$ cat src/rtl/rx_pack_pkg.sv
package rx_pack_pkg;
  localparam int BYTE_W      = 8;
  localparam int IDX_W       = $clog2(BYTE_W);
  localparam int COLL_W      = 7;
  localparam int COLL_WINDOW = 64;

  typedef struct packed {
    logic             clearFrame;
    logic             storeBit;
    logic             storeVal;
    logic [IDX_W-1:0] bitIdx;
    logic             emitByte;
    logic             flushByte;
  } packCtrl_t;
endpackage

$ cat src/rtl/rx_pack_ctrl.sv
module rx_pack_ctrl
  import rx_pack_pkg::*;
(
  input  logic              clk,
  input  logic              rstN,
  input  logic [IDX_W-1:0]  alignCfg,
  input  logic              keepAfterColl,
  input  logic              sofStrobe,
  input  logic              eofStrobe,
  input  logic              bitStrobe,
  input  logic              bitValue,
  input  logic              collStrobe,
  output packCtrl_t         ctrl,
  output logic [IDX_W-1:0]  lastBits,
  output logic [COLL_W-1:0] collPos,
  output logic              collPosValid
);
  localparam logic [IDX_W-1:0]  IDX_MAX = IDX_W'(BYTE_W - 1);
  localparam logic [COLL_W-1:0] ABS_MAX = {COLL_W{1'b1}};
  localparam logic [COLL_W-1:0] WIN_LIM = COLL_W'(COLL_WINDOW);

  logic              inFrame;
  logic              pending;
  logic              collSeen;
  logic [IDX_W-1:0]  bitPos;
  logic [COLL_W-1:0] absPos;
  logic              bitTake;

  always_comb begin
    bitTake        = inFrame && bitStrobe && !sofStrobe && !eofStrobe;
    ctrl.clearFrame = sofStrobe;
    ctrl.storeBit   = bitTake;
    ctrl.storeVal   = bitValue && !(collSeen && !keepAfterColl);
    ctrl.bitIdx     = bitPos;
    ctrl.emitByte   = bitTake && (bitPos == IDX_MAX);
    ctrl.flushByte  = inFrame && eofStrobe && !sofStrobe && pending;
  end

  always_ff @(posedge clk) begin
    if (!rstN) begin
      inFrame      <= 1'b0;
      pending      <= 1'b0;
      collSeen     <= 1'b0;
      bitPos       <= '0;
      absPos       <= '0;
      lastBits     <= '0;
      collPos      <= '0;
      collPosValid <= 1'b0;
    end else if (sofStrobe) begin
      inFrame      <= 1'b1;
      pending      <= 1'b0;
      collSeen     <= 1'b0;
      bitPos       <= alignCfg;
      absPos       <= COLL_W'(alignCfg);
      lastBits     <= '0;
      collPos      <= '0;
      collPosValid <= 1'b0;
    end else if (inFrame && eofStrobe) begin
      inFrame  <= 1'b0;
      pending  <= 1'b0;
      lastBits <= bitPos;
    end else if (bitTake) begin
      bitPos  <= bitPos + 1'b1;
      pending <= (bitPos != IDX_MAX);
      if (absPos != ABS_MAX) absPos <= absPos + 1'b1;
      if (collStrobe && !collSeen) begin
        collSeen <= 1'b1;
        if (absPos < WIN_LIM) begin
          collPos      <= absPos;
          collPosValid <= 1'b1;
        end
      end
    end
  end
endmodule

$ cat src/rtl/rx_pack_data.sv
module rx_pack_data
  import rx_pack_pkg::*;
(
  input  logic              clk,
  input  logic              rstN,
  input  packCtrl_t         ctrl,
  output logic              byteWrValid,
  output logic [BYTE_W-1:0] byteWrData
);
  logic [BYTE_W-1:0] accByte;
  logic [BYTE_W-1:0] nextByte;

  always_comb begin
    nextByte = accByte;
    if (ctrl.storeBit) nextByte = accByte | (BYTE_W'(ctrl.storeVal) << ctrl.bitIdx);
  end

  always_ff @(posedge clk) begin
    if (!rstN) begin
      accByte     <= '0;
      byteWrValid <= 1'b0;
      byteWrData  <= '0;
    end else begin
      byteWrValid <= 1'b0;
      if (ctrl.clearFrame) begin
        accByte <= '0;
      end else if (ctrl.emitByte) begin
        byteWrData  <= nextByte;
        byteWrValid <= 1'b1;
        accByte     <= '0;
      end else if (ctrl.flushByte) begin
        byteWrData  <= accByte;
        byteWrValid <= 1'b1;
        accByte     <= '0;
      end else begin
        accByte <= nextByte;
      end
    end
  end
endmodule

$ cat src/rtl/rx_bit_packer.sv
module rx_bit_packer
  import rx_pack_pkg::*;
(
  input  logic        clk,
  input  logic        rstN,
  input  logic [2:0]  alignCfg,
  input  logic        keepAfterColl,
  input  logic        sofStrobe,
  input  logic        eofStrobe,
  input  logic        bitStrobe,
  input  logic        bitValue,
  input  logic        collStrobe,
  output logic        byteWrValid,
  output logic [7:0]  byteWrData,
  output logic [2:0]  lastBits,
  output logic [6:0]  collPos,
  output logic        collPosValid
);
  packCtrl_t ctrl;

  rx_pack_ctrl u_ctrl (
    .clk(clk), .rstN(rstN), .alignCfg(alignCfg), .keepAfterColl(keepAfterColl),
    .sofStrobe(sofStrobe), .eofStrobe(eofStrobe), .bitStrobe(bitStrobe),
    .bitValue(bitValue), .collStrobe(collStrobe), .ctrl(ctrl),
    .lastBits(lastBits), .collPos(collPos), .collPosValid(collPosValid)
  );

  rx_pack_data u_data (
    .clk(clk), .rstN(rstN), .ctrl(ctrl),
    .byteWrValid(byteWrValid), .byteWrData(byteWrData)
  );
endmodule

$ cat config.mk
export PLATFORM = sky130hd
export DESIGN_NAME = rx_bit_packer
export DESIGN_NICKNAME = d
export VERILOG_FILES = /design/src/rtl/rx_pack_pkg.sv /design/src/rtl/rx_pack_ctrl.sv /design/src/rtl/rx_pack_data.sv /design/src/rtl/rx_bit_packer.sv
export SDC_FILE = /design/constraint.sdc
export NUM_CORES = 1
export LEC_CHECK = 0
export BUFFER_PORTS_ARGS = -buffer_cell sky130_fd_sc_hd__clkbuf_2
export CORE_ASPECT_RATIO = 0.9
export CORE_MARGIN = 1.5
export CORE_UTILIZATION = 49
export DETAILED_ROUTE_END_ITERATION = 12
export MAX_ROUTING_LAYER = met4
export PLACE_DENSITY_LB_ADDON = 0.1
export RECOVER_POWER = 100
export SLEW_MARGIN = 10
export SYNTH_ARGS = -nofsm -noshare
export SYNTH_HDL_FRONTEND = slang
export SYNTH_SLANG_ARGS = --single-unit
$ cat constraint.sdc
create_clock -name clk -period 1.8 [get_ports clk]
set_clock_uncertainty 0.1 [all_clocks]
set_input_delay 0.36 -clock clk [delete_from_list [all_inputs] [get_ports clk]]
set_output_delay 0.36 -clock clk [all_outputs]
set_load 0.01 [all_outputs]
==> impl_metrics.toml, run 1 <==
[route]
drt-wirelength-per-cell_um = 13.00
vias = 1481
via_per_inst = 5.506
wl_um = 3498
dr.pass1.iters = 4
dr.first_iter.drc_count = 111
drtAntennaViolNets = 0
drc = 0

[min_path]
hold_class = "input pin to flop"

[logic_synthesis]
synth_top_cell_by_area = "dfxtp_1"
ys.warnings.count = 0
synthesis.area_um2 = 1703
synth_nets = 200
seq_area_frac_synth_pct = 48.20
synth.top_cells.by_area = "dfxtp_1 (48%), a21oi_1 (5.9%), nor2_1 (5.1%)"
postSynthCellCount = 186
ys_ff_latch = 41
synthDistinctLibCells = 37
synth_top_cell_area_share_pct = 48.20
avgSynthCellArea_um2 = 9.155

[timing]
setup_viol = 0
max_slew.worst_pin.slew_ns = 0.4626
min_period_ns = 1.670
final.period_utilization_pct = 92.79
hold_viol = 0
grt_setup_unrepaired = "false"
slew_viol_final = 0
fin_tns_setup_ns = 0
fmax_ghz = 0.5987
slew_headroom_pct = 69.09

[pwr]
p_leak_nw = 0.7808
ir_drop_uv = 591.8
powerDensity_nw_per_um2 = 810.2
p_total_mw = 1.607

[outcome]
status = "complete, no violations"

[placement]
portBuffers = 30
dpl_cell_area_um2 = 1931
globalplace.congestion = 0.8137
dp.cells = 261
hpwl_um = 2607

[global_route]
grt_use_total_pct = 20.06
antenna_found_initial = 0
grt_max_degree = 17
grt_pass1_vias = 1209
grt_pass1_wl_um = 5664
grt.overflow.total = 0

[run]
cap_viol_max_count = 0

[worst_setup_path]
worstPathArrival_ns = 1.75
path_class = "flop to flop"
startpoint = "u_ctrl.bitPos[0]"
setup.worst_path.end_class = "flop"
start_kind = "flop"
r2r-end = "u_data.byteWrData[2]"
r2r_setup_slack_ns = 0.13
crit_required_ns = 1.88
crit_fanout = 5
reg2reg_from = "u_ctrl.bitPos[0]"
reg2reg_depth = 6
crit_path_end = "u_data.byteWrData[2]"

[floorplan]
io_pins = 31
row_count = 20
die_w_um = 65.14
dieArea_um2 = 3838
start_util_pct = 50.78
core-area_um2 = 3353
die_h_um = 58.93

[clocking]
htreeDepth = 2
cts_buffer_depth = 2
numCtsBuffers = 5
cts-root-buf = "clkbuf_8"
cts_tree = "yes"
clkSlewWorstSetupHoldPaths_ns = 0.07
clkSinkCount = 41
clk_latency_ns = 0.29

[final_layout]
fin_area_um2 = 1983
antenna_cells = 0
fin_cells = 269
fin_nets = 238
area_delta_synth_final_pct = 16.46
drive_gt1_share_pct = 13.33
report_power, final:
part | internal, mW | switching, mW | leakage [nW]
combinational | 0.0431 | 0.0670 | 0.409
sequential | 0.919 | 0.0106 | 0.332
clock | 0.275 | 0.291 | 0.0395
cells in the final DEF, fill, tap and decap left out, types with 2 or more instances in the layout:
cell type,instances
buf_4,10
a21oi_1,20
o21a_1,3
nand2_1,12
a211oi_1,2
o21ai_0,13
and3_1,3
ha_1,3
clkbuf_8,5
xor2_1,2
nand4_1,2
clkbuf_2,9
a31oi_1,5
a311oi_2,3
mux2i_1,8
nor2b_1,4
nor2_1,23
nand3b_1,2
clkbuf_1,27
a41oi_1,2
inv_1,4
nand3_1,4
and2_1,2
dfxtp_1,41
nor3_1,2
worst min-delay path by stage:
stage                              startpoint                   to  slack [ns]  cells past startpoint
after floorplan             u_data.accByte[1]    u_data.accByte[1]        0.34                      2
after global placement    u_ctrl.collPosValid  u_ctrl.collPosValid        0.33                      2
after detailed placement  u_ctrl.collPosValid  u_ctrl.collPosValid        0.34                      2
after CTS                          collStrobe      u_ctrl.collSeen        0.23                      3
after global routing               collStrobe      u_ctrl.collSeen        0.26                      3
final                              collStrobe      u_ctrl.collSeen        0.23                      3
cell usage after synthesis, drive strengths merged:
| cell | n |
|---|---|
| nand2 | 13 |
| o31ai | 1 |
| a32o | 1 |
| dfxtp | 41 |
| nand3b | 2 |
| o21a | 3 |
| a311oi | 4 |
| a211oi | 2 |
| and3 | 3 |
| nor2b | 4 |
| a21boi | 1 |
| o41ai | 1 |
| a211o | 1 |
| clkbuf | 4 |
| and4bb | 2 |
| and2 | 3 |
| mux2i | 8 |
| buf | 8 |
| nand2b | 1 |
| or4 | 1 |
| nand3 | 4 |
| and4b | 1 |
| a21oi | 20 |
| o21ai | 13 |
| nor3 | 2 |
| ha | 3 |
| xor2 | 2 |
| nand4 | 3 |
| a31oi | 5 |
| a41oi | 2 |
| nor2 | 23 |
| inv | 4 |
layout make-up:
type                       count  area [µm²]
fill                         307        1370
sequential                    41       820.8
multi-input combinational    129       802.0
timing repair buffer          43       210.2
clock buffer                   8       80.08
tap                           44       55.05
inverter                       4       15.01
cells by family (layout without fill, tap and decap cells):
kind of cell	Yosys count	count (layout)	synth area share, %
buf+inv	16	55	5.289
flops	41	41	48.20
compound gates	54	54	19.99
fa+ha+maj	3	3	2.204
mux	8	8	4.703
simple gates	62	62	18.59
xor+xnor	2	2	1.029
metrics by stage:
stage | util [%] | hold slack, ns | worst slack (ns)
6_report | 59.14 | 0.2343 | 0.1297
5_1_grt | 59.14 | 0.2580 | 0.003707
4_1_cts | 59.96 | 0.2331 | 0.09454
3_5_place_dp | 57.57 | 0.3395 | -0.01196
3_3_place_gp | 57.57 | 0.3336 | 0.02295
2_1_floorplan | - | 0.3373 | 0.06582
worst max-delay path, stage by stage, from the launching register on:
cell      delay, ns
dfxtp_1        0.33
ha_1           0.16
ha_1           0.16
nand3b_1       0.10
a211o_1        0.36
a311oi_1       0.28
nor2_1         0.08
routing by layer:
metal / part of all wire, % / global-route usage, %
met1: 50 / 27.78
met4: 1.9 / 8.929
met5: 0 / -
met3: 7.4 / 4.780
met2: 41 / 27.84
state kept, by name, summed over array words and instances, names as in the netlist:
register	cells
u_data.accByte	8
u_ctrl.pending	1
u_ctrl.collPosValid	1
u_ctrl.collPos	7
u_ctrl.lastBits	3
u_ctrl.bitPos	3
u_ctrl.absPos	7
u_data.byteWrValid	1
u_data.byteWrData	8
u_ctrl.inFrame	1
u_ctrl.collSeen	1
timing repair:
item,4_1_cts,5_1_grt
hold endpoints to repair,0,0
resized for setup,0,4
setup buffers,0,0
endpoints found under the setup margin,0,10
hold buffers,0,0
No activity file was read; power rests on OpenSTA's default activity.
==> run 2, diff against run 1 <==
==> constraint.sdc (replaced) <==
create_clock -name clk -period 1.36 [get_ports clk]
set_clock_uncertainty 0.1 [all_clocks]
set_input_delay 0.272 -clock clk [delete_from_list [all_inputs] [get_ports clk]]
set_output_delay 0.272 -clock clk [all_outputs]
set_load 0.01 [all_outputs]
==> run 2 against run 1 <==
Compared with the run above: the run now ends with setup timing left; via count increased by 8.2%; critical path depth stayed put; routed wire length rose by 21%; register-to-register slack got worse by 0.41 ns; setup slack worse by 0.41 ns; non-clock buffer count up 21; global-route usage up 4.1 points; cell area up 18%; first-iteration DRC count rose by 23%; fmax up 1.7%; combinational power rose by 95%; sequential power up 32%; critical endpoint is now u_data.byteWrData[4]; highest routed layer unchanged.
==> impl_metrics.toml, run 2 (same netlist as run 1, synthesis figures left out) <==
[outcome]
status = "finished with violations"
violations = "setup timing"

[global_route]
grt.overflow.total = 0
grt_pass1_wl_um = 6637
antenna_found_initial = 0
grt_use_total_pct = 24.15
grt_pass1_vias = 1436
grt_max_degree = 15

[clocking]
clkSinkCount = 41
numCtsBuffers = 5
clkSlewWorstSetupHoldPaths_ns = 0.08
clk_latency_ns = 0.31
cts_buffer_depth = 2
htreeDepth = 2
cts-root-buf = "clkbuf_8"
cts_tree = "yes"

[worst_setup_path]
startpoint = "u_ctrl.bitPos[1]"
setup.worst_path.end_class = "flop"
r2r-end = "u_data.byteWrData[4]"
slowest_stage = "a211o_1"
critical_path.max_stage_delay_ns = 0.38
crit_required_ns = 1.46
r2r_setup_slack_ns = -0.28
cp_num_buf_inv = 0
cp_common_cell = "ha_4"
start_kind = "flop"
path_cells = "ha_4, ha_4, nand3b_1, a211o_1, a311oi_1, nor2_1"
reg2reg_depth = 6
crit_fanout = 5
reg2reg_from = "u_ctrl.bitPos[1]"
worstPathArrival_ns = 1.74
path_class = "flop to flop"
cp_top_family = "compound AO/OA/AOI/OAI gates"

[final_layout]
mostFrequentLayoutCells = "dfxtp_1 (38), buf_4 (27), nor2_1 (23), clkbuf_1 (21), a21oi_1 (18)"
antenna_cells = 0
area_delta_synth_final_pct = 37.03
utilization_pct = 69.59
final_common_cell = "dfxtp_1"
fin_nets = 259
drive_gt1_share_pct = 30.89
fin_area_um2 = 2333
top_regs = "u_data.accByte x8, u_data.byteWrData x8"

[route]
wl_um = 4231
dr.pass1.iters = 6
vias = 1603
dr.first_iter.drc_count = 136
drc = 0
via_per_inst = 5.528
drt-wirelength-per-cell_um = 14.59
drtAntennaViolNets = 0

[placement]
portBuffers = 30
hpwl_um = 3004
dpl_cell_area_um2 = 2141
globalplace.congestion = 0.7821

[pwr]
ir_drop_uv = 659.6
p_leak_nw = 0.9180
powerDensity_nw_per_um2 = 1064
p_total_mw = 2.484

[timing]
setup_viol = 33
slew_viol_final = 0
final.period_utilization_pct = 120.7
min_period_ns = 1.642
slew_headroom_pct = 77.70
max_slew.worst_pin.slew_ns = 0.3310
grt_setup_unrepaired = "true"
timing.hold.ws_ns = 0.1511
hold_viol = 0
fmax_ghz = 0.6091
fin_ws_ns = -0.2817

[floorplan]
dieArea_um2 = 3838
start_util_pct = 50.78
io_pins = 31
die_w_um = 65.14
core-area_um2 = 3353
die_h_um = 58.93
row_count = 20

[min_path]
hold_end = "u_ctrl.bitPos[2]"
hp-start = "rstN"
hold_depth = 2
hold_class = "input pin to flop"

[run]
cap_viol_max_count = 0
==> run 2: cell types whose count changed in the layout (fill, tap and decap cells not counted), moves of 3 or more <==
cell / previous run / this run
clkbuf_1: 27 / 21
buf_6: 0 / 4
dfxtp_2: 0 / 3
buf_4: 10 / 27
ha_1: 3 / 0
ha_4: 0 / 3
dfxtp_1: 41 / 38
==> run 2: how the worst max path moves through the flow <==
stage / endpoint / slack [ns] / cells past startpoint
2_1_floorplan: u_data.byteWrData[0] / -0.21 / 7
3_3_place_gp: u_data.byteWrData[7] / -0.29 / 5
3_5_place_dp: u_data.byteWrData[5] / -0.39 / 5
4_1_cts: u_data.byteWrData[1] / -0.24 / 8
5_1_grt: u_data.byteWrData[2] / -0.36 / 6
6_report: u_data.byteWrData[4] / -0.28 / 6
==> run 2: report_power, final <==
part	total, mW	switching, mW	internal [mW]
Sequential	1.23	0.0152	1.22
Clock	1.04	0.439	0.597
Combinational	0.215	0.117	0.0987
==> run 2: cell type report <==
| class | count | area (µm²) |
|---|---|---|
| clock inverter | 2 | 37.54 |
| clock buffer | 6 | 82.58 |
| multi-input combinational | 129 | 917.1 |
| timing repair buffer | 64 | 401.6 |
| fill | 290 | 1020 |
| tap | 44 | 55.05 |
| sequential | 41 | 824.5 |
| inverter | 4 | 15.01 |
==> run 2: through the flow <==
stage          setup TNS, ns  cells  worst slack [ns]
2_1_floorplan         -4.223    186           -0.2128
3_3_place_gp          -6.667    280           -0.2904
3_5_place_dp          -8.380    280           -0.3861
4_1_cts               -3.520    290           -0.2430
5_1_grt               -6.706    290           -0.3579
6_report              -4.198    290           -0.2817
==> run 2: per-layer routing <==
layer / share of wire, % / track usage [%] / wire length [µm]
met1: 47 / 31.11 / 1988
met2: 45 / 35.05 / 1890
met3: 6.1 / 5.354 / 257
met4: 2.2 / 14.29 / 94
met5: 0 / - / 0
==> run 2: timing repair <==
action | in CTS | in global routing
setup buffers | 2 | 0
pin swaps | 5 | 3
hold buffers | 0 | 0
hold endpoints to repair | 0 | 0
gates resized for setup | 11 | 14
endpoints found under the setup margin | 30 | 30
==> run 3, diff against run 2 <==
==> constraint.sdc (replaced) <==
create_clock -name clk -period 1.5 [get_ports clk]
set_clock_uncertainty 0.1 [all_clocks]
set_input_delay 0.3 -clock clk [delete_from_list [all_inputs] [get_ports clk]]
set_output_delay 0.3 -clock clk [all_outputs]
set_load 0.01 [all_outputs]
==> run 3 against run 2 <==
Compared with the run above: the run still ends with setup timing left; routed wire length shrank 3.5%; register-to-register slack gained 0.17 ns; critical endpoint unchanged; clock-buffer cell count grew 2; combinational power shrank 11%.
==> impl_metrics.toml, run 3 (same netlist as run 1, synthesis figures left out) <==
[route]
drt-wirelength-per-cell_um = 14.33
dr.first_iter.drc_count = 65
wl_um = 4085
vias = 1550
drtAntennaViolNets = 0
via_per_inst = 5.439
dr.pass1.iters = 4
drc = 0

[worst_setup_path]
path_class = "flop to flop"
crit_required_ns = 1.58
worstPathArrival_ns = 1.69
setup.worst_path.end_class = "flop"
start_kind = "flop"
crit_fanout = 5

[floorplan]
dieArea_um2 = 3838
io_pins = 31
row_count = 20
core-area_um2 = 3353
die_w_um = 65.14
die_h_um = 58.93
start_util_pct = 50.78

[timing]
final.period_utilization_pct = 107.4
grt_setup_unrepaired = "true"
hold_viol = 0
setup_viol = 17
max_slew.worst_pin.slew_ns = 0.3195
fmax_ghz = 0.6206
fin_tns_setup_ns = -1.042
slew_headroom_pct = 78.47
slew_viol_final = 0
min_period_ns = 1.611
timing.hold.ws_ns = 0.1719
fin_ws_ns = -0.1114

[final_layout]
fin_nets = 254
drive_gt1_share_pct = 29.46
utilization_pct = 68.02
mostFrequentLayoutCells = "dfxtp_1 (37), clkbuf_1 (25), nor2_1 (23), buf_4 (20), a21oi_1 (17)"
area_delta_synth_final_pct = 33.95
antenna_cells = 0
fin_cells = 285
fin_area_um2 = 2281
top_regs = "u_data.accByte x8, u_data.byteWrData x8"
final_common_cell = "dfxtp_1"

[global_route]
grt-busiest-layer = "met2"
grt_use_met1_pct = 31.41
grt_max_degree = 15
grt_pass1_vias = 1319
grt_use_total_pct = 22.46
antenna_found_initial = 0
grt.overflow.total = 0
met3_usage_pct = 4.780
grt_pass1_wl_um = 6223
grt.met2_usage_pct = 31.66

[clocking]
clk_latency_ns = 0.29
clkSinkCount = 41
cts_tree = "yes"
cts_buffer_depth = 2
htreeDepth = 2
holdBufCountCts = 0
clkSlewWorstSetupHoldPaths_ns = 0.07
numCtsBuffers = 5
cts-root-buf = "clkbuf_8"

[placement]
hpwl_um = 2961
dp.cells = 274
dp_slack_ns = -0.1291
dpl_cell_area_um2 = 2096
portBuffers = 30
globalplace.congestion = 0.8622

[min_path]
hold_class = "input pin to flop"

[pwr]
p_total_mw = 1.988
p_leak_nw = 0.8879
ir_drop_uv = 500.0
powerDensity_nw_per_um2 = 871.4

[run]
cap_viol_max_count = 0

[outcome]
violations = "setup timing"
status = "finished with violations"
## run 3: cell types whose count changed in the layout (fill, tap and decap cells not counted), sizes merged
cell | previous run | this run
bufinv | 1 | 0
buf | 32 | 27
clkinvlp | 1 | 0
clkbuf | 38 | 40
## run 3: what timing repair did
| item | CTS | global route |
|---|---|---|
| setup buffers | 1 | 1 |
| pin swaps | 4 | 8 |
| cloned | 0 | 1 |
| endpoints found under the setup margin | 14 | 23 |
| resized for setup | 9 | 25 |
## run 3: final timing paths
check / from / endpoint / slack (ns) / cells past startpoint
min: collStrobe / u_ctrl.collSeen / 0.17 / 3
max reg2reg: u_ctrl.bitPos[1] / u_data.byteWrData[4] / -0.11 / 6
max: u_ctrl.bitPos[1] / u_data.byteWrData[4] / -0.11 / 6
min reg2reg: u_ctrl.collPosValid / u_ctrl.collPosValid / 0.34 / 2
## run 3: layout make-up
type	count	area (µm²)
inverter	4	15.01
sequential	41	828.3
multi-input combinational	129	929.6
fill	301	1072
tap	44	55.05
clock buffer	8	80.08
timing repair buffer	59	372.9
## run 3: worst max-delay path: stages, from the launching register on
cell and delay, ns:
dfxtp_2 0.36, ha_4 0.14, ha_4 0.12, nand3b_1 0.13, a211o_4 0.39, a311oi_2 0.20
nor2_1 0.07
## run 3: power breakdown
| part | switching (mW) | internal, mW |
|---|---|---|
| combinational | 0.106 | 0.0868 |
| clock | 0.347 | 0.331 |
| sequential | 0.0137 | 1.10 |
## run 3: per-layer routing
layer / up-vias / part of all wire, %
met5: - / 0
met4: 0 / 1.1
met3: 5 / 5.2
met2: 37 / 46
met1: 733 / 48
li1: 775 / -
